$ cat config.mk
export PLATFORM = sky130hd
export DESIGN_NAME = rx_dest_filter
export DESIGN_NICKNAME = d
export VERILOG_FILES = /design/src/rtl/rxaf_pkg.sv /design/src/rtl/rxaf_collect.sv /design/src/rtl/rxaf_hash.sv /design/src/rtl/rxaf_decide.sv /design/src/rtl/rx_dest_filter.sv
export SDC_FILE = /design/constraint.sdc
export NUM_CORES = 1
export LEC_CHECK = 0
export ABC_CLOCK_PERIOD_IN_PS = 4600
export BUFFER_PORTS_ARGS = -buffer_cell sky130_fd_sc_hd__buf_2
export CELL_PAD_IN_SITES_DETAIL_PLACEMENT = 1
export CELL_PAD_IN_SITES_GLOBAL_PLACEMENT = 1
export CORE_ASPECT_RATIO = 1.25
export CORE_MARGIN = 2
export CORE_UTILIZATION = 42
export CTS_CLUSTER_SIZE = 8
export DETAILED_ROUTE_END_ITERATION = 12
export PLACE_DENSITY_LB_ADDON = 0.1
export SLEW_MARGIN = 20
export SYNTH_ARGS = -nofsm -noshare
export SYNTH_HDL_FRONTEND = slang
export SYNTH_HIERARCHICAL = 1
export SYNTH_SLANG_ARGS = --single-unit
export TNS_END_PERCENT = 100
$ cat constraint.sdc
create_clock -name clk -period 4.6 [get_ports clk]
set_input_delay 0.46 -clock clk [delete_from_list [all_inputs] [get_ports clk]]
set_output_delay 0.46 -clock clk [all_outputs]
set_load 0.01 [all_outputs]
$ cat src/rtl/rxaf_pkg.sv
// Shared types and the CRC step used by the receive destination filter.
// Assumes a six-byte address with byte 0 received first.
package rxaf_pkg;
    parameter int MAC_BYTES = 6;
    parameter logic [31:0] CRC_POLY = 32'h04C1_1DB7;
    parameter logic [31:0] CRC_INIT = 32'hFFFF_FFFF;

    // Byte i of the address sits at index i.
    typedef logic [MAC_BYTES-1:0][7:0] mac_t;

    // Advance the left-shifting CRC register by one byte, LSB first.
    function automatic logic [31:0] crc_update(input logic [31:0] seed,
                                               input logic [7:0]  data);
        logic [31:0] r;
        r = seed;
        for (int b = 0; b < 8; b++) begin
            if (r[31] ^ data[b]) r = (r << 1) ^ CRC_POLY;
            else                 r = r << 1;
        end
        return r;
    endfunction
endpackage

$ cat src/rtl/rxaf_collect.sv
// Address collector: counts the first MAC_BYTES bytes of a frame, stores
// them, and runs the CRC alongside. Presents the complete address, the
// hash index and a last-byte flag in the cycle the final byte arrives.
// Assumes byte_sof is only meaningful together with byte_valid.
module rxaf_collect
    import rxaf_pkg::*;
#(
    parameter int HASH_LSB   = 23,
    parameter int HASH_IDX_W = 6
) (
    input  logic                  clk,
    input  logic                  rst_n,
    input  logic                  byte_valid,
    input  logic                  byte_sof,
    input  logic [7:0]            byte_data,
    output logic                  addr_last,
    output mac_t                  addr_now,
    output logic [HASH_IDX_W-1:0] hash_idx
);
    localparam int CW = $clog2(MAC_BYTES + 1);

    logic [CW-1:0] cnt_q;
    logic [CW-1:0] slot;
    logic          take_first;
    logic          take_next;
    logic          take;
    logic [31:0]   crc_q;
    logic [31:0]   crc_seed;
    logic [31:0]   crc_now;
    mac_t          addr_q;

    // Decide whether this byte belongs to an address and where it goes.
    always_comb begin
        take_first = byte_valid && byte_sof;
        take_next  = byte_valid && !byte_sof && (cnt_q != '0)
                     && (cnt_q < CW'(MAC_BYTES));
        take       = take_first || take_next;
        slot       = take_first ? '0 : cnt_q;
        crc_seed   = take_first ? CRC_INIT : crc_q;
        crc_now    = crc_update(crc_seed, byte_data);
        addr_last  = take && (slot == CW'(MAC_BYTES - 1));
        hash_idx   = crc_now[HASH_LSB +: HASH_IDX_W];
    end

    // Merge the incoming byte into the stored address, one lane per byte.
    for (genvar i = 0; i < MAC_BYTES; i++) begin : g_lane
        assign addr_now[i] = (take && slot == CW'(i)) ? byte_data : addr_q[i];
    end

    // Hold byte count, partial address and running CRC.
    always_ff @(posedge clk) begin
        if (!rst_n) begin
            cnt_q  <= '0;
            crc_q  <= CRC_INIT;
            addr_q <= '0;
        end else if (take) begin
            cnt_q  <= slot + CW'(1);
            crc_q  <= crc_now;
            addr_q <= addr_now;
        end
    end
endmodule

$ cat src/rtl/rxaf_hash.sv
// Hash table lookup: the top index bit picks the table word, the rest
// pick the bit inside it. Assumes the table word width is 2**(IDX_W-1).
module rxaf_hash #(
    parameter int IDX_W = 6,
    localparam int WORD_W = 1 << (IDX_W - 1)
) (
    input  logic [IDX_W-1:0]  idx,
    input  logic [WORD_W-1:0] tbl_lo,
    input  logic [WORD_W-1:0] tbl_hi,
    output logic              hit
);
    logic [WORD_W-1:0] word_sel;

    // Select the word, then the bit.
    always_comb begin
        word_sel = idx[IDX_W-1] ? tbl_hi : tbl_lo;
        hit      = word_sel[idx[IDX_W-2:0]];
    end
endmodule

$ cat src/rtl/rxaf_decide.sv
// Accept/reject decision for a complete address under the mode bits.
// Priority: promiscuous, then broadcast, then group (all, then hashed),
// then unicast exact match. Purely combinational.
module rxaf_decide
    import rxaf_pkg::*;
(
    input  mac_t       dst,
    input  mac_t       stn,
    input  logic [3:0] mode,
    input  logic       hash_hit,
    output logic       accept
);
    logic is_bcast;
    logic is_group;

    // Classify the address and apply the priority chain.
    always_comb begin
        is_bcast = &dst;
        is_group = dst[0][0];
        if (mode[3])       accept = 1'b1;
        else if (is_bcast) accept = mode[0];
        else if (is_group) accept = mode[2] || (mode[1] && hash_hit);
        else               accept = (dst == stn);
    end
endmodule

$ cat src/rtl/rx_dest_filter.sv
// Receive destination address filter, top level. Collects the address,
// looks up the hash table, decides, and registers a one-cycle verdict.
// Assumes configuration inputs are quasi-static relative to frames.
module rx_dest_filter
    import rxaf_pkg::*;
#(
    parameter int HASH_LSB   = 23,
    parameter int HASH_IDX_W = 6,
    localparam int HWORD_W   = 1 << (HASH_IDX_W - 1)
) (
    input  logic               clk,
    input  logic               rst_n,
    input  logic               byte_valid,
    input  logic               byte_sof,
    input  logic [7:0]         byte_data,
    input  logic [3:0]         mode_cfg,
    input  logic [15:0]        station_w0,
    input  logic [15:0]        station_w1,
    input  logic [15:0]        station_w2,
    input  logic [HWORD_W-1:0] hash_lo,
    input  logic [HWORD_W-1:0] hash_hi,
    output logic               verdict_valid,
    output logic               verdict_accept
);
    logic                  addr_last;
    mac_t                  addr_now;
    mac_t                  stn_addr;
    logic [HASH_IDX_W-1:0] hash_idx;
    logic                  hash_hit;
    logic                  accept_now;

    // Station register words map to bytes 5..0 from most to least significant.
    assign stn_addr = {station_w0, station_w1, station_w2};

    rxaf_collect #(.HASH_LSB(HASH_LSB), .HASH_IDX_W(HASH_IDX_W)) u_collect (
        .clk        (clk),
        .rst_n      (rst_n),
        .byte_valid (byte_valid),
        .byte_sof   (byte_sof),
        .byte_data  (byte_data),
        .addr_last  (addr_last),
        .addr_now   (addr_now),
        .hash_idx   (hash_idx)
    );

    rxaf_hash #(.IDX_W(HASH_IDX_W)) u_hash (
        .idx    (hash_idx),
        .tbl_lo (hash_lo),
        .tbl_hi (hash_hi),
        .hit    (hash_hit)
    );

    rxaf_decide u_decide (
        .dst      (addr_now),
        .stn      (stn_addr),
        .mode     (mode_cfg),
        .hash_hit (hash_hit),
        .accept   (accept_now)
    );

    // Register the verdict one clock after the last address byte.
    always_ff @(posedge clk) begin
        if (!rst_n) begin
            verdict_valid  <= 1'b0;
            verdict_accept <= 1'b0;
        end else begin
            verdict_valid  <= addr_last;
            verdict_accept <= addr_last && accept_now;
        end
    end
endmodule

==> impl_results.html, run 1 <==
<table>
<tr><th>Metric</th><th>Value</th></tr>
<tr><th colspan="2">Synthesis</th></tr>
<tr><td>Cell area after synthesis</td><td>about 6000 µm²</td></tr>
<tr><td>Most numerous cell in the Yosys netlist</td><td>sky130_fd_sc_hd__xnor2_1</td></tr>
<tr><td>Post-Syn Area per Cell</td><td>9.33 µm²</td></tr>
<tr><td>Sequential-to-total area share from yosys stat</td><td>between 20% and 30%</td></tr>
<tr><td>Number of distinct library cell variants in the gate-level netlist after synthesis</td><td>58</td></tr>
<tr><td>Number of standard cells after synthesis</td><td>around 650</td></tr>
<tr><td>Dominant cell type by area after synthesis</td><td>sky130_fd_sc_hd__dfxtp_1</td></tr>
<tr><td>Most numerous cell types in the synthesized netlist</td><td>sky130_fd_sc_hd__xnor2_1 (95), sky130_fd_sc_hd__dfxtp_1 (85), sky130_fd_sc_hd__and2_1 (52), sky130_fd_sc_hd__nand2_1 (52), sky130_fd_sc_hd__mux2_2 (49)</td></tr>
<tr><td>Warning count from the yosys run</td><td>6</td></tr>
<tr><td>Primary FF master, synth</td><td>sky130_fd_sc_hd__dfxtp_1</td></tr>
<tr><td>Synthesized Nets</td><td>between 700 and 800</td></tr>
<tr><td>Number of flops mapped to enable cells by yosys</td><td>0</td></tr>
<tr><td>Largest cells by area after synthesis</td><td>sky130_fd_sc_hd__dfxtp_1 (28%), sky130_fd_sc_hd__xnor2_1 (14%), sky130_fd_sc_hd__mux2_2 (9.1%), sky130_fd_sc_hd__and2_1 (5.4%), sky130_fd_sc_hd__mux4_2 (4.1%)</td></tr>
<tr><td>Async S/R FF share, synth</td><td>0%</td></tr>
<tr><td>Post-synthesis register bit count</td><td>85</td></tr>
<tr><td>Top-area cell type share of the netlist area</td><td>28.1%</td></tr>
<tr><th colspan="2">Critical path</th></tr>
<tr><td>Crit start category</td><td>register</td></tr>
<tr><td>Required time at the endpoint of the critical path</td><td>around 4.8 ns</td></tr>
<tr><td>Critical path capture point type</td><td>register</td></tr>
<tr><td>Path type of the worst setup path</td><td>register to register</td></tr>
<tr><td>Data arrival time of the critical path</td><td>between 3 and 4 ns</td></tr>
<tr><td>Highest fanout seen on the critical path</td><td>11</td></tr>
<tr><th colspan="2">GRT</th></tr>
<tr><td>Global route overflow</td><td>0</td></tr>
<tr><td>Vias in the first global route</td><td>5653</td></tr>
<tr><td>Maximum number of pins on one net before global-route repair</td><td>58</td></tr>
<tr><td>Global-route wire length before repair</td><td>30.1 mm</td></tr>
<tr><td>Total global routing track utilization</td><td>roughly a quarter</td></tr>
<tr><td>Antenna violations before repair</td><td>0</td></tr>
<tr><th colspan="2">Routing</th></tr>
<tr><td>Wire length per cell after detailed routing</td><td>about 20 µm</td></tr>
<tr><td>Residual antenna-violating net count after detailed routing</td><td>0</td></tr>
<tr><td>Number of iterations in the first detailed-routing pass</td><td>4</td></tr>
<tr><td>Initial drt markers</td><td>250</td></tr>
<tr><td>Detailed-route wire length</td><td>between 15 and 20 mm</td></tr>
<tr><td>Number of remaining DRC errors</td><td>0</td></tr>
<tr><td>Vias per cell</td><td>approximately 5.4</td></tr>
<tr><td>Via count of the routed design</td><td>just over 5000</td></tr>
<tr><th colspan="2">Timing</th></tr>
<tr><td>Number of failing setup endpoints in the final timing report</td><td>0</td></tr>
<tr><td>RSZ-0062 raised after global routing</td><td>false</td></tr>
<tr><td>Layout Skew</td><td>approximately 0.0089 ns</td></tr>
<tr><td>Maximum clock frequency</td><td>~270 MHz</td></tr>
<tr><td>Hold Fails Final Rpt</td><td>0</td></tr>
<tr><td>Worst-case headroom to the max-slew limit</td><td>39.9%</td></tr>
<tr><td>Sum of negative setup slack</td><td>0 ns</td></tr>
<tr><td>Share of the clock period used by the worst path</td><td>between 80 and 90%</td></tr>
<tr><td>Pins Over Slew Limit</td><td>0</td></tr>
<tr><td>Worst slew pin tran</td><td>around 0.9 ns</td></tr>
<tr><td>Clock period minus worst slack</td><td>3.73 ns</td></tr>
<tr><th colspan="2">Outcome</th></tr>
<tr><td>Outcome</td><td>complete, no violations</td></tr>
<tr><th colspan="2">Clock network</th></tr>
<tr><td>CTS Buffer Depth</td><td>2</td></tr>
<tr><td>Number of clock buffers inserted by TritonCTS</td><td>9</td></tr>
<tr><td>Post-CTS Resized</td><td>0</td></tr>
<tr><td>Clock insertion delay at the later pin of the skew report</td><td>approximately 0.35 ns</td></tr>
<tr><td>Clock slew at the register clock pins of the worst setup and hold paths</td><td>approximately 0.060 ns</td></tr>
<tr><td>Count of hold-fix buffers inserted at cts</td><td>0</td></tr>
<tr><td>Postcts setup bufs</td><td>0</td></tr>
<tr><td>Clock root buffer</td><td>sky130_fd_sc_hd__clkbuf_16</td></tr>
<tr><td>Sinks on Clock Net</td><td>between 80 and 90</td></tr>
<tr><td>TritonCTS clock tree</td><td>done</td></tr>
<tr><td>Count of H-tree levels built during CTS</td><td>3</td></tr>
<tr><th colspan="2">Job</th></tr>
<tr><td>Max Cap Violations</td><td>0</td></tr>
<tr><th colspan="2">Power</th></tr>
<tr><td>Design internal power</td><td>1.71 mW</td></tr>
<tr><td>Overall power</td><td>~2.7 mW</td></tr>
<tr><td>Comb power frac</td><td>a little over two fifths</td></tr>
<tr><td>Pwr dens</td><td>384 nW/µm²</td></tr>
<tr><td>Clk network pwr share</td><td>between 20% and 30%</td></tr>
<tr><td>Total net switching power</td><td>approximately 1 mW</td></tr>
<tr><td>Leakage power of the design</td><td>2.90 nW</td></tr>
<tr><td>Worst IR Drop VDD</td><td>0.152 mV</td></tr>
<tr><td>Switching share of power</td><td>between 30% and 40%</td></tr>
<tr><td>Relative contribution of sequential cells to total power</td><td>30.7%</td></tr>
<tr><th colspan="2">Die</th></tr>
<tr><td>Core area</td><td>about 14000 µm²</td></tr>
<tr><td>Initial Utilization</td><td>between 40% and 50%</td></tr>
<tr><td>Number of top-level design ports</td><td>130</td></tr>
<tr><td>Die Outline Area</td><td>15400 µm²</td></tr>
<tr><td>X dimension of the die</td><td>between 100 and 150 µm</td></tr>
<tr><td>Die height</td><td>around 140 µm</td></tr>
<tr><td>Row count</td><td>slightly below 50</td></tr>
<tr><th colspan="2">Placed design</th></tr>
<tr><td>Post-detail-place hpwl</td><td>between 10 and 15 mm</td></tr>
<tr><td>Final weighted congestion in routability-driven placement</td><td>about 0.9</td></tr>
<tr><td>Port buffer count</td><td>~130</td></tr>
<tr><th colspan="2">Cells and area</th></tr>
<tr><td>Layout Nets</td><td>between 800 and 900</td></tr>
<tr><td>Inserted Diodes</td><td>0</td></tr>
<tr><td>Area used by multi-input combinational logic</td><td>4050 µm²</td></tr>
<tr><td>Layout cell share with drive strength beyond 1</td><td>between 30 and 40%</td></tr>
<tr><td>Sequential cell area</td><td>about 1700 µm²</td></tr>
<tr><td>Area delta synth-&gt;final</td><td>16.1%</td></tr>
<tr><td>FILL cells</td><td>around 1700</td></tr>
<tr><th colspan="2">Min path</th></tr>
<tr><td>Worst hold-check path type</td><td>register to register</td></tr>
</table>
state kept, by name (all words and copies together), names as in the netlist:
name and flops:
u_collect/crc_q 32, verdict_accept 1, u_collect/addr_q 48, verdict_valid 1
u_collect/cnt_q 3
placed cells by master, fill, tap and decap left out, types with 4 or more instances in the layout:
master / Yosys / final
sky130_fd_sc_hd__xor2_1: 26 / 25
sky130_fd_sc_hd__nor3_1: 8 / 8
sky130_fd_sc_hd__a211oi_2: 4 / 4
sky130_fd_sc_hd__mux2i_1: 5 / 5
sky130_fd_sc_hd__dfxtp_1: 85 / 85
sky130_fd_sc_hd__o211ai_1: 30 / 30
sky130_fd_sc_hd__buf_4: 14 / 12
sky130_fd_sc_hd__a21oi_1: 12 / 12
sky130_fd_sc_hd__buf_2: 13 / 129
sky130_fd_sc_hd__xor2_2: 3 / 4
sky130_fd_sc_hd__ha_1: 5 / 5
sky130_fd_sc_hd__and2_1: 52 / 52
sky130_fd_sc_hd__xnor2_2: 5 / 6
sky130_fd_sc_hd__clkbuf_16: 0 / 9
sky130_fd_sc_hd__nand2_1: 52 / 52
sky130_fd_sc_hd__inv_1: 8 / 8
sky130_fd_sc_hd__nor3_2: 4 / 4
sky130_fd_sc_hd__mux4_2: 11 / 11
sky130_fd_sc_hd__nand3_1: 14 / 14
sky130_fd_sc_hd__xnor2_1: 95 / 94
sky130_fd_sc_hd__nand4_1: 26 / 26
sky130_fd_sc_hd__mux2_2: 49 / 49
sky130_fd_sc_hd__and3_1: 4 / 4
sky130_fd_sc_hd__nor2_1: 38 / 38
sky130_fd_sc_hd__a211oi_1: 5 / 5
sky130_fd_sc_hd__nor4_1: 8 / 8
worst paths after layout:
check                            from             endpoint  slack (ns)  cells past startpoint
setup / recovery  u_collect/crc_q[30]       verdict_accept        0.87                     13
hold / removal    u_collect/crc_q[18]  u_collect/crc_q[18]        0.48                      2
setup reg to reg  u_collect/crc_q[30]       verdict_accept        0.87                     13
hold reg to reg   u_collect/crc_q[18]  u_collect/crc_q[18]        0.48                      2
kinds of logic after synthesis:
group | Yosys count | share of synthesized area [%]
AND/OR/NAND/NOR | 227 | 20.0
XOR/XNOR | 134 | 21.8
flip-flops | 85 | 28.1
AO/OA/AOI/OAI | 74 | 9.22
multiplexers | 66 | 14.5
buffers and inverters | 58 | 5.35
adder cells (fa/ha/maj) | 5 | 1.03
final cells by class:
type,instances,area share [%]
multi-input combinational,506,57.7
sequential,85,24.2
timing repair buffer,141,10.5
clock buffer,10,3.40
tap,178,3.17
clock inverter,6,0.676
inverter,8,0.427
per-layer routing:
layer	GRT usage, %	up-vias	routed length [µm]
li1	-	2451	-
met1	27.6	2484	7400
met2	47.3	115	10200
met3	3.59	32	516
met4	8.25	0	480
met5	0	-	0
worst max-delay path: stages (launching register included):
cell                        delay [ns]
sky130_fd_sc_hd__dfxtp_1          0.49
sky130_fd_sc_hd__xnor2_1          0.16
sky130_fd_sc_hd__nor2_1           0.07
sky130_fd_sc_hd__xnor2_1          0.20
sky130_fd_sc_hd__xnor2_2          0.76
sky130_fd_sc_hd__mux4_1           0.70
sky130_fd_sc_hd__o2111ai_1        0.22
sky130_fd_sc_hd__nand3_1          0.11
sky130_fd_sc_hd__a211oi_2         0.26
sky130_fd_sc_hd__a211oi_2         0.11
sky130_fd_sc_hd__a21o_1           0.17
sky130_fd_sc_hd__a21oi_1          0.13
sky130_fd_sc_hd__a31oi_1          0.09
sky130_fd_sc_hd__and3_1           0.14
stage by stage:
| step | setup slack (ns) | utilization (%) | cells | area (µm²) | hold WS, ns |
|---|---|---|---|---|---|
| after floorplan | 1.19 | - | 649 | 6050 | 0.441 |
| after global placement | 0.616 | 47.4 | 918 | 6740 | 0.470 |
| after detailed placement | 0.568 | 47.4 | 918 | 6740 | 0.474 |
| after CTS | 0.866 | 49.4 | 934 | 7030 | 0.489 |
| after global routing | 0.587 | 49.4 | 934 | 7030 | 0.526 |
| final | 0.869 | 49.4 | 934 | 7030 | 0.484 |
power by group through the flow:
stage | Combinational [mW] | Clock (mW) | Sequential (mW)
after detailed placement | 1.16 | 0 | 0.845
after CTS | 1.16 | 0.725 | 0.829
after floorplan | 0.946 | 0 | 0.823
after global routing | 1.27 | 0.758 | 0.834
final | 1.16 | 0.706 | 0.828
after global placement | 1.13 | 0 | 0.843
No activity file was read; power rests on OpenSTA's default activity.
==> inputs of run 2 (changes only) <==
--- a/config.mk
+++ b/config.mk
@@ -5,13 +5,13 @@
 export SDC_FILE = /design/constraint.sdc
 export NUM_CORES = 1
 export LEC_CHECK = 0
-export ABC_CLOCK_PERIOD_IN_PS = 4600
+export ABC_CLOCK_PERIOD_IN_PS = 3400
 export BUFFER_PORTS_ARGS = -buffer_cell sky130_fd_sc_hd__buf_2
 export CELL_PAD_IN_SITES_DETAIL_PLACEMENT = 1
 export CELL_PAD_IN_SITES_GLOBAL_PLACEMENT = 1
 export CORE_ASPECT_RATIO = 1.25
 export CORE_MARGIN = 2
-export CORE_UTILIZATION = 42
+export CORE_UTILIZATION = 38
 export CTS_CLUSTER_SIZE = 8
 export DETAILED_ROUTE_END_ITERATION = 12
 export PLACE_DENSITY_LB_ADDON = 0.1
==> constraint.sdc (replaced) <==
create_clock -name clk -period 3.4 [get_ports clk]
set_input_delay 0.34 -clock clk [delete_from_list [all_inputs] [get_ports clk]]
set_output_delay 0.34 -clock clk [all_outputs]
set_load 0.01 [all_outputs]
==> impl_results.html, run 2 (synthesis gave the netlist of run 1 again) <==
<table>
<tr><th>Metric</th><th>Value</th></tr>
<tr><th colspan="2">Outcome</th></tr>
<tr><td>Outcome</td><td>complete, no violations</td></tr>
<tr><th colspan="2">Critical path</th></tr>
<tr><td>Buf+Inv Stages, Crit Path</td><td>1</td></tr>
<tr><td>Critical path capture point type</td><td>register</td></tr>
<tr><td>Max incr delay on CP</td><td>around 0.5 ns</td></tr>
<tr><td>Flop2flop setup slack</td><td>between 0.2 and 0.25 ns</td></tr>
<tr><td>Family with the most delay on the worst path</td><td>compound AO/OA/AOI/OAI gates</td></tr>
<tr><td>Data arrival time of the critical path</td><td>approximately 3.4 ns</td></tr>
<tr><td>Highest fanout seen on the critical path</td><td>8</td></tr>
<tr><td>Path depth of the worst reg2reg path</td><td>14</td></tr>
<tr><td>Reg2Reg Launch Point</td><td>u_collect/crc_q[29]</td></tr>
<tr><td>Crit start category</td><td>register</td></tr>
<tr><td>CP cell instances</td><td>xnor2_1, nor2_1, xnor2_2, xnor2_2, buf_4, mux4_2, o2111ai_1, nand3_1, a211oi_2, a211oi_2, a21o_1, a21oi_1, a31oi_1, and3_1</td></tr>
<tr><td>Path type of the worst setup path</td><td>register to register</td></tr>
<tr><td>Endpoint of the most critical register-to-register path</td><td>verdict_accept</td></tr>
<tr><td>Slowest cell on the critical path</td><td>sky130_fd_sc_hd__mux4_2</td></tr>
<tr><td>Required time at the endpoint of the critical path</td><td>3.64 ns</td></tr>
<tr><th colspan="2">Routing</th></tr>
<tr><td>Residual antenna-violating net count after detailed routing</td><td>0</td></tr>
<tr><td>Via count of the routed design</td><td>around 5200</td></tr>
<tr><td>Detailed-route wire length</td><td>19.4 mm</td></tr>
<tr><td>Vias per cell</td><td>just over 5</td></tr>
<tr><td>Number of iterations in the first detailed-routing pass</td><td>6</td></tr>
<tr><td>Number of remaining DRC errors</td><td>0</td></tr>
<tr><td>Initial drt markers</td><td>between 150 and 200</td></tr>
<tr><td>Wire length per cell after detailed routing</td><td>19.3 µm</td></tr>
<tr><th colspan="2">Min path</th></tr>
<tr><td>Source of the worst hold timing path</td><td>u_collect/crc_q[10]</td></tr>
<tr><td>Hold-critical path depth</td><td>2</td></tr>
<tr><td>Worst hold-check path type</td><td>register to register</td></tr>
<tr><td>Capture endpoint of the worst hold path</td><td>u_collect/crc_q[10]</td></tr>
<tr><th colspan="2">Power</th></tr>
<tr><td>Design internal power</td><td>~2.5 mW</td></tr>
<tr><td>Overall power</td><td>3.83 mW</td></tr>
<tr><td>Pwr dens</td><td>a little over 500 nW/µm²</td></tr>
<tr><td>Worst IR Drop VDD</td><td>roughly 0.24 mV</td></tr>
<tr><td>Clk network pwr share</td><td>26.6%</td></tr>
<tr><td>Total net switching power</td><td>around 1.4 mW</td></tr>
<tr><td>Leakage power of the design</td><td>around 3.1 nW</td></tr>
<tr><td>Relative contribution of sequential cells to total power</td><td>between 20 and 30%</td></tr>
<tr><td>Switching share of power</td><td>a little over a third</td></tr>
<tr><td>Comb power frac</td><td>between 40% and 50%</td></tr>
<tr><th colspan="2">Timing</th></tr>
<tr><td>Hold Fails Final Rpt</td><td>0</td></tr>
<tr><td>Layout Skew</td><td>between 0.007 and 0.008 ns</td></tr>
<tr><td>Worst-case headroom to the max-slew limit</td><td>between 30% and 40%</td></tr>
<tr><td>Clock period minus worst slack</td><td>around 3.2 ns</td></tr>
<tr><td>Number of failing setup endpoints in the final timing report</td><td>0</td></tr>
<tr><td>Worst slew pin tran</td><td>0.990 ns</td></tr>
<tr><td>Share of the clock period used by the worst path</td><td>between 90 and 100%</td></tr>
<tr><td>Hold slack final</td><td>slightly below 0.5 ns</td></tr>
<tr><td>Maximum clock frequency</td><td>~320 MHz</td></tr>
<tr><td>Pins Over Slew Limit</td><td>0</td></tr>
<tr><th colspan="2">Clock network</th></tr>
<tr><td>TritonCTS clock tree</td><td>done</td></tr>
<tr><td>Count of hold-fix buffers inserted at cts</td><td>0</td></tr>
<tr><td>Count of H-tree levels built during CTS</td><td>3</td></tr>
<tr><td>CTS Buffer Depth</td><td>2</td></tr>
<tr><td>Clock slew at the register clock pins of the worst setup and hold paths</td><td>roughly 0.070 ns</td></tr>
<tr><td>Number of clock buffers inserted by TritonCTS</td><td>9</td></tr>
<tr><td>Sinks on Clock Net</td><td>85</td></tr>
<tr><td>Postcts setup bufs</td><td>0</td></tr>
<tr><td>Clock root buffer</td><td>sky130_fd_sc_hd__clkbuf_16</td></tr>
<tr><td>Clock insertion delay at the later pin of the skew report</td><td>roughly 0.35 ns</td></tr>
<tr><th colspan="2">Placed design</th></tr>
<tr><td>Post-detail-place hpwl</td><td>roughly 15 mm</td></tr>
<tr><td>Port buffer count</td><td>~130</td></tr>
<tr><td>Final weighted congestion in routability-driven placement</td><td>0.917</td></tr>
<tr><td>Cell Area, Placed</td><td>~7000 µm²</td></tr>
<tr><td>Cells after DPL</td><td>roughly 990</td></tr>
<tr><th colspan="2">Die</th></tr>
<tr><td>Core area</td><td>about 16000 µm²</td></tr>
<tr><td>Initial Utilization</td><td>38.9%</td></tr>
<tr><td>X dimension of the die</td><td>between 100 and 150 µm</td></tr>
<tr><td>Die height</td><td>about 150 µm</td></tr>
<tr><td>Row count</td><td>between 50 and 60</td></tr>
<tr><td>Die Outline Area</td><td>~17000 µm²</td></tr>
<tr><td>Number of top-level design ports</td><td>between 100 and 150</td></tr>
<tr><th colspan="2">Cells and area</th></tr>
<tr><td>Cell area after layout</td><td>7440 µm²</td></tr>
<tr><td>Largest registers in the final layout</td><td>u_collect/addr_q x48, u_collect/crc_q x32, u_collect/cnt_q x3</td></tr>
<tr><td>Most frequent cells in the layout</td><td>sky130_fd_sc_hd__buf_2 (129), sky130_fd_sc_hd__xnor2_1 (93), sky130_fd_sc_hd__dfxtp_1 (83), sky130_fd_sc_hd__and2_1 (52), sky130_fd_sc_hd__nand2_1 (52)</td></tr>
<tr><td>Flip-flop count of the largest register after layout</td><td>48</td></tr>
<tr><td>Layout Nets</td><td>about 920</td></tr>
<tr><td>Layout cell share with drive strength beyond 1</td><td>around 37%</td></tr>
<tr><td>Register with the most flip-flops</td><td>u_collect/addr_q</td></tr>
<tr><td>Leading cell type in the layout, fill and taps excluded</td><td>sky130_fd_sc_hd__buf_2</td></tr>
<tr><td>Post-route non-filler standard cell count</td><td>1005</td></tr>
<tr><td>Inserted Diodes</td><td>0</td></tr>
<tr><td>Area delta synth-&gt;final</td><td>22.9%</td></tr>
<tr><td>FILL cells</td><td>between 1500 and 2000</td></tr>
<tr><td>Utilization after layout</td><td>a little under half</td></tr>
<tr><th colspan="2">GRT</th></tr>
<tr><td>Maximum number of pins on one net before global-route repair</td><td>just over 40</td></tr>
<tr><td>Antenna violations before repair</td><td>0</td></tr>
<tr><td>Global route overflow</td><td>0</td></tr>
<tr><td>Total global routing track utilization</td><td>between 20% and 30%</td></tr>
<tr><td>Global-route wire length before repair</td><td>just over 30 mm</td></tr>
<tr><td>Vias in the first global route</td><td>roughly 5700</td></tr>
<tr><th colspan="2">Job</th></tr>
<tr><td>Max Cap Violations</td><td>0</td></tr>
</table>
-- run 2: cell types whose count changed in the layout (fill, tap and decap cells not counted), moves of 2 or more --
cell,delta
sky130_fd_sc_hd__buf_12,+4
sky130_fd_sc_hd__buf_4,+33
sky130_fd_sc_hd__clkinv_4,-2
sky130_fd_sc_hd__dfxtp_1,-2
sky130_fd_sc_hd__dfxtp_2,+2
sky130_fd_sc_hd__xor2_1,-2
sky130_fd_sc_hd__xor2_2,+2
-- run 2: area by class of cell --
class,count,area (µm²),share of cell area (%)
clock inverter,6,68.8,0.925
inverter,8,30.0,0.404
tap,212,265,3.57
sequential,85,1700,22.9
timing repair buffer,178,1060,14.3
clock buffer,10,229,3.08
multi-input combinational,506,4080,54.8
-- run 2: routing by layer --
metal  vias up  GRT usage [%]  part of all wire, %
met5         -              0                    0
met4         0           9.53                  3.2
met3        34           3.13                  3.0
met2       115           44.6                   56
met1      2527           26.0                   38
li1       2518              -                    -
-- run 2: repair_timing --
item                                    4_1_cts  5_1_grt
endpoints found under the setup margin        0        1
resized for setup                             0        5
hold endpoints to repair                      0        0
-- run 2: worst max path at each step --
stage	endpoint	startpoint	depth (start not counted)	slack (ns)
2_1_floorplan	verdict_accept	byte_valid	15	0.11
3_3_place_gp	verdict_accept	byte_sof	15	0.04
3_5_place_dp	verdict_accept	byte_sof	15	-0.07
4_1_cts	verdict_accept	u_collect/crc_q[30]	13	0.005
5_1_grt	verdict_accept	u_collect/crc_q[29]	14	-0.02
6_report	verdict_accept	u_collect/crc_q[29]	14	0.25
-- run 2: power by group through the flow --
| stage | Sequential (mW) | Clock [mW] | Combinational [mW] |
|---|---|---|---|
| after floorplan | 1.11 | 0 | 1.28 |
| after global placement | 1.14 | 0 | 1.64 |
| after detailed placement | 1.14 | 0 | 1.69 |
| after CTS | 1.12 | 1.05 | 1.70 |
| after global routing | 1.13 | 1.09 | 1.84 |
| final | 1.12 | 1.02 | 1.69 |
-- run 2: metrics by stage --
step / setup TNS, ns / worst slack, ns
floorplan: 0 / 0.110
global placement: 0 / 0.0410
detailed placement: -0.0665 / -0.0665
CTS: 0 / 0.00518
global route: -0.0234 / -0.0234
finish: 0 / 0.246
-- run 2: worst min-delay path, delay by kind of cell, from the launching register on --
kind / cells / cell delay, ns
simple gates: 1 / 0.05
compound gates: 1 / 0.07
flops: 1 / 0.31
==> inputs of run 3 (changes only) <==
--- a/config.mk
+++ b/config.mk
@@ -10,7 +10,6 @@
 export CELL_PAD_IN_SITES_DETAIL_PLACEMENT = 1
 export CELL_PAD_IN_SITES_GLOBAL_PLACEMENT = 1
 export CORE_ASPECT_RATIO = 1.25
-export CORE_MARGIN = 2
 export CORE_UTILIZATION = 38
 export CTS_CLUSTER_SIZE = 8
 export DETAILED_ROUTE_END_ITERATION = 12
==> constraint.sdc (replaced) <==
create_clock -name clk -period 3.4 [get_ports clk]
set_input_delay 0.34 -clock clk [delete_from_list [all_inputs] [get_ports clk]]
set_output_delay 0.34 -clock clk [all_outputs]
set_load 0.02 [all_outputs]
==> impl_results.html, run 3 (synthesis gave the netlist of run 1 again) <==
<table>
<tr><th>Metric</th><th>Value</th></tr>
<tr><th colspan="2">Outcome</th></tr>
<tr><td>Outcome</td><td>complete, no violations</td></tr>
<tr><th colspan="2">GRT</th></tr>
<tr><td>Antenna violations before repair</td><td>1</td></tr>
<tr><td>Total global routing track utilization</td><td>about a quarter</td></tr>
<tr><td>Vias in the first global route</td><td>roughly 5400</td></tr>
<tr><td>Global route overflow</td><td>0</td></tr>
<tr><td>Global-route wire length before repair</td><td>29.0 mm</td></tr>
<tr><td>Maximum number of pins on one net before global-route repair</td><td>51</td></tr>
<tr><th colspan="2">Routing</th></tr>
<tr><td>Vias per cell</td><td>between 5 and 6</td></tr>
<tr><td>Detailed-route wire length</td><td>between 15 and 20 mm</td></tr>
<tr><td>Via count of the routed design</td><td>a little over 5000</td></tr>
<tr><td>Initial drt markers</td><td>242</td></tr>
<tr><td>Number of remaining DRC errors</td><td>0</td></tr>
<tr><td>Residual antenna-violating net count after detailed routing</td><td>0</td></tr>
<tr><td>Number of iterations in the first detailed-routing pass</td><td>6</td></tr>
<tr><td>Wire length per cell after detailed routing</td><td>about 19 µm</td></tr>
<tr><th colspan="2">Critical path</th></tr>
<tr><td>Buf+Inv Stages, Crit Path</td><td>1</td></tr>
<tr><td>Data arrival time of the critical path</td><td>3.39 ns</td></tr>
<tr><td>Slowest cell on the critical path</td><td>sky130_fd_sc_hd__mux4_2</td></tr>
<tr><td>CP cell instances</td><td>xnor2_1, nor2_1, xnor2_1, xnor2_2, buf_12, mux4_2, o2111ai_1, nand3_1, a211oi_2, a211oi_2, a21o_1, a21oi_1, a31oi_1, and3_1</td></tr>
<tr><td>Crit start category</td><td>register</td></tr>
<tr><td>Flop2flop setup slack</td><td>roughly 0.25 ns</td></tr>
<tr><td>Critical path capture point type</td><td>register</td></tr>
<tr><td>Depth of the critical timing path with buffers and inverters included</td><td>14</td></tr>
<tr><td>Max incr delay on CP</td><td>~0.53 ns</td></tr>
<tr><td>Path type of the worst setup path</td><td>register to register</td></tr>
<tr><td>Required time at the endpoint of the critical path</td><td>3.64 ns</td></tr>
<tr><td>Path depth of the worst reg2reg path</td><td>14</td></tr>
<tr><td>Highest fanout seen on the critical path</td><td>21</td></tr>
<tr><td>Family with the most delay on the worst path</td><td>compound AO/OA/AOI/OAI gates</td></tr>
<tr><th colspan="2">Clock network</th></tr>
<tr><td>Sinks on Clock Net</td><td>85</td></tr>
<tr><td>Number of clock buffers inserted by TritonCTS</td><td>9</td></tr>
<tr><td>CTS Buffer Depth</td><td>2</td></tr>
<tr><td>Clock slew at the register clock pins of the worst setup and hold paths</td><td>roughly 0.07 ns</td></tr>
<tr><td>Count of H-tree levels built during CTS</td><td>3</td></tr>
<tr><td>Clock root buffer</td><td>sky130_fd_sc_hd__clkbuf_16</td></tr>
<tr><td>Clock insertion delay at the later pin of the skew report</td><td>0.35 ns</td></tr>
<tr><td>TritonCTS clock tree</td><td>done</td></tr>
<tr><th colspan="2">Timing</th></tr>
<tr><td>Pins Over Slew Limit</td><td>0</td></tr>
<tr><td>Hold Fails Final Rpt</td><td>0</td></tr>
<tr><td>Sum of negative setup slack</td><td>0 ns</td></tr>
<tr><td>Layout Skew</td><td>around 0.0059 ns</td></tr>
<tr><td>Maximum clock frequency</td><td>about 320 MHz</td></tr>
<tr><td>Number of failing setup endpoints in the final timing report</td><td>0</td></tr>
<tr><td>Worst-case headroom to the max-slew limit</td><td>a little over half</td></tr>
<tr><td>Clock period minus worst slack</td><td>~3.1 ns</td></tr>
<tr><td>Worst slew pin tran</td><td>approximately 0.69 ns</td></tr>
<tr><td>Hold slack final</td><td>~0.46 ns</td></tr>
<tr><td>RSZ-0062 raised after global routing</td><td>false</td></tr>
<tr><td>Share of the clock period used by the worst path</td><td>92.6%</td></tr>
<tr><th colspan="2">Job</th></tr>
<tr><td>Max Cap Violations</td><td>0</td></tr>
<tr><th colspan="2">Power</th></tr>
<tr><td>Comb power frac</td><td>44.5%</td></tr>
<tr><td>Design internal power</td><td>~2.4 mW</td></tr>
<tr><td>Total net switching power</td><td>1.37 mW</td></tr>
<tr><td>Switching share of power</td><td>between 30% and 40%</td></tr>
<tr><td>Clk network pwr share</td><td>25.5%</td></tr>
<tr><td>Leakage power of the design</td><td>just over 3 nW</td></tr>
<tr><td>Relative contribution of sequential cells to total power</td><td>30.0%</td></tr>
<tr><td>Worst IR Drop VDD</td><td>~0.2 mV</td></tr>
<tr><td>Pwr dens</td><td>roughly 500 nW/µm²</td></tr>
<tr><th colspan="2">Placed design</th></tr>
<tr><td>Cells after DPL</td><td>approximately 1000</td></tr>
<tr><td>Final weighted congestion in routability-driven placement</td><td>between 0.8 and 0.9</td></tr>
<tr><td>Port buffer count</td><td>about 130</td></tr>
<tr><td>Post-detail-place hpwl</td><td>about 15 mm</td></tr>
<tr><th colspan="2">Cells and area</th></tr>
<tr><td>FILL cells</td><td>~1900</td></tr>
<tr><td>Register with the most flip-flops</td><td>u_collect/addr_q</td></tr>
<tr><td>Sequential cell area</td><td>around 1700 µm²</td></tr>
<tr><td>Leading cell type in the layout, fill and taps excluded</td><td>sky130_fd_sc_hd__buf_2</td></tr>
<tr><td>Largest registers in the final layout</td><td>u_collect/addr_q x48, u_collect/crc_q x32, u_collect/cnt_q x3</td></tr>
<tr><td>Most frequent cells in the layout</td><td>sky130_fd_sc_hd__buf_2 (129), sky130_fd_sc_hd__xnor2_1 (94), sky130_fd_sc_hd__dfxtp_1 (83), sky130_fd_sc_hd__and2_1 (52), sky130_fd_sc_hd__nand2_1 (52)</td></tr>
<tr><td>Post-route non-filler standard cell count</td><td>between 900 and 1000</td></tr>
<tr><td>Inserted Diodes</td><td>0</td></tr>
<tr><td>Layout cell share with drive strength beyond 1</td><td>between 30% and 40%</td></tr>
<tr><td>Area used by multi-input combinational logic</td><td>4070 µm²</td></tr>
<tr><td>Area delta synth-&gt;final</td><td>20.9%</td></tr>
<tr><td>Layout Nets</td><td>908</td></tr>
<tr><td>Flip-flop count of the largest register after layout</td><td>48</td></tr>
<tr><th colspan="2">Die</th></tr>
<tr><td>Core area</td><td>15600 µm²</td></tr>
<tr><td>Die Outline Area</td><td>~16000 µm²</td></tr>
<tr><td>X dimension of the die</td><td>around 110 µm</td></tr>
<tr><td>Die height</td><td>143 µm</td></tr>
<tr><td>Row count</td><td>between 50 and 60</td></tr>
<tr><td>Number of top-level design ports</td><td>130</td></tr>
<tr><td>Initial Utilization</td><td>between 30 and 40%</td></tr>
<tr><th colspan="2">Min path</th></tr>
<tr><td>Worst hold-check path type</td><td>primary input to register</td></tr>
<tr><td>Hold-critical path depth</td><td>4</td></tr>
</table>
## run 3: cell count changes in the layout (fill, tap and decap cells not counted)
cell | before | now
sky130_fd_sc_hd__buf_4 | 45 | 32
sky130_fd_sc_hd__bufinv_16 | 1 | 0
sky130_fd_sc_hd__clkbuf_1 | 1 | 0
sky130_fd_sc_hd__clkinvlp_4 | 1 | 2
sky130_fd_sc_hd__inv_8 | 0 | 1
sky130_fd_sc_hd__xnor2_1 | 93 | 94
sky130_fd_sc_hd__xnor2_2 | 7 | 6
## run 3: worst paths after layout
| check | startpoint | end |
|---|---|---|
| setup / recovery | u_collect/crc_q[26] | verdict_accept |
| hold / removal | mode_cfg[0] | verdict_accept |
| setup reg to reg | u_collect/crc_q[26] | verdict_accept |
| hold reg to reg | u_collect/crc_q[13] | u_collect/crc_q[13] |
## run 3: metrics by stage
| step | util [%] | instance area, µm² | setup slack [ns] | power, mW |
|---|---|---|---|---|
| after CTS | 46.9 | 7300 | 0.0818 | 3.78 |
| final | 47.0 | 7320 | 0.251 | 3.74 |
| after floorplan | - | 6050 | 0.110 | 2.39 |
| after detailed placement | 45.1 | 7020 | -0.0449 | 2.81 |
| after global routing | 47.0 | 7320 | 0.0590 | 3.97 |
| after global placement | 45.1 | 7020 | 0.0533 | 2.78 |
## run 3: power groups by stage
stage	clock network (mW)	logic [mW]	registers, mW
2_1_floorplan	0	1.28	1.11
3_3_place_gp	0	1.64	1.14
3_5_place_dp	0	1.67	1.14
4_1_cts	0.982	1.68	1.12
5_1_grt	1.03	1.81	1.13
6_report	0.955	1.67	1.12
## run 3: layout make-up
cell class	instances	area share, %
Multi-Input combinational cell	506	55.6
Sequential cell	85	23.3
Timing Repair Buffer	165	13.2
Tap cell	212	3.63
Clock buffer	9	3.08
Clock inverter	7	0.787
Inverter	8	0.410
## run 3: worst reg2reg max path: stages (launching register included)
cell,delay (ns)
sky130_fd_sc_hd__dfxtp_1,0.49
sky130_fd_sc_hd__xnor2_1,0.16
sky130_fd_sc_hd__nor2_1,0.07
sky130_fd_sc_hd__xnor2_1,0.15
sky130_fd_sc_hd__xnor2_2,0.29
sky130_fd_sc_hd__buf_12,0.23
sky130_fd_sc_hd__mux4_2,0.53
sky130_fd_sc_hd__o2111ai_1,0.12
sky130_fd_sc_hd__nand3_1,0.12
sky130_fd_sc_hd__a211oi_2,0.24
sky130_fd_sc_hd__a211oi_2,0.11
sky130_fd_sc_hd__a21o_1,0.17
sky130_fd_sc_hd__a21oi_1,0.14
sky130_fd_sc_hd__a31oi_1,0.10
sky130_fd_sc_hd__and3_1,0.14
## run 3: timing repair
action                                  in CTS  in global routing
gates resized for setup                      0                  4
setup buffers                                0                  0
hold buffers                                 0                  0
endpoints found under the setup margin       0                  1
## run 3: layer usage
| layer | GRT usage, % | up-vias | routed length [µm] |
|---|---|---|---|
| met1 | 26.1 | 2502 | 7400 |
| met3 | 2.72 | 30 | 450 |
| li1 | - | 2483 | - |
| met4 | 9.23 | 2 | 526 |
| met5 | 0 | - | 13 |
| met2 | 44.5 | 96 | 10200 |
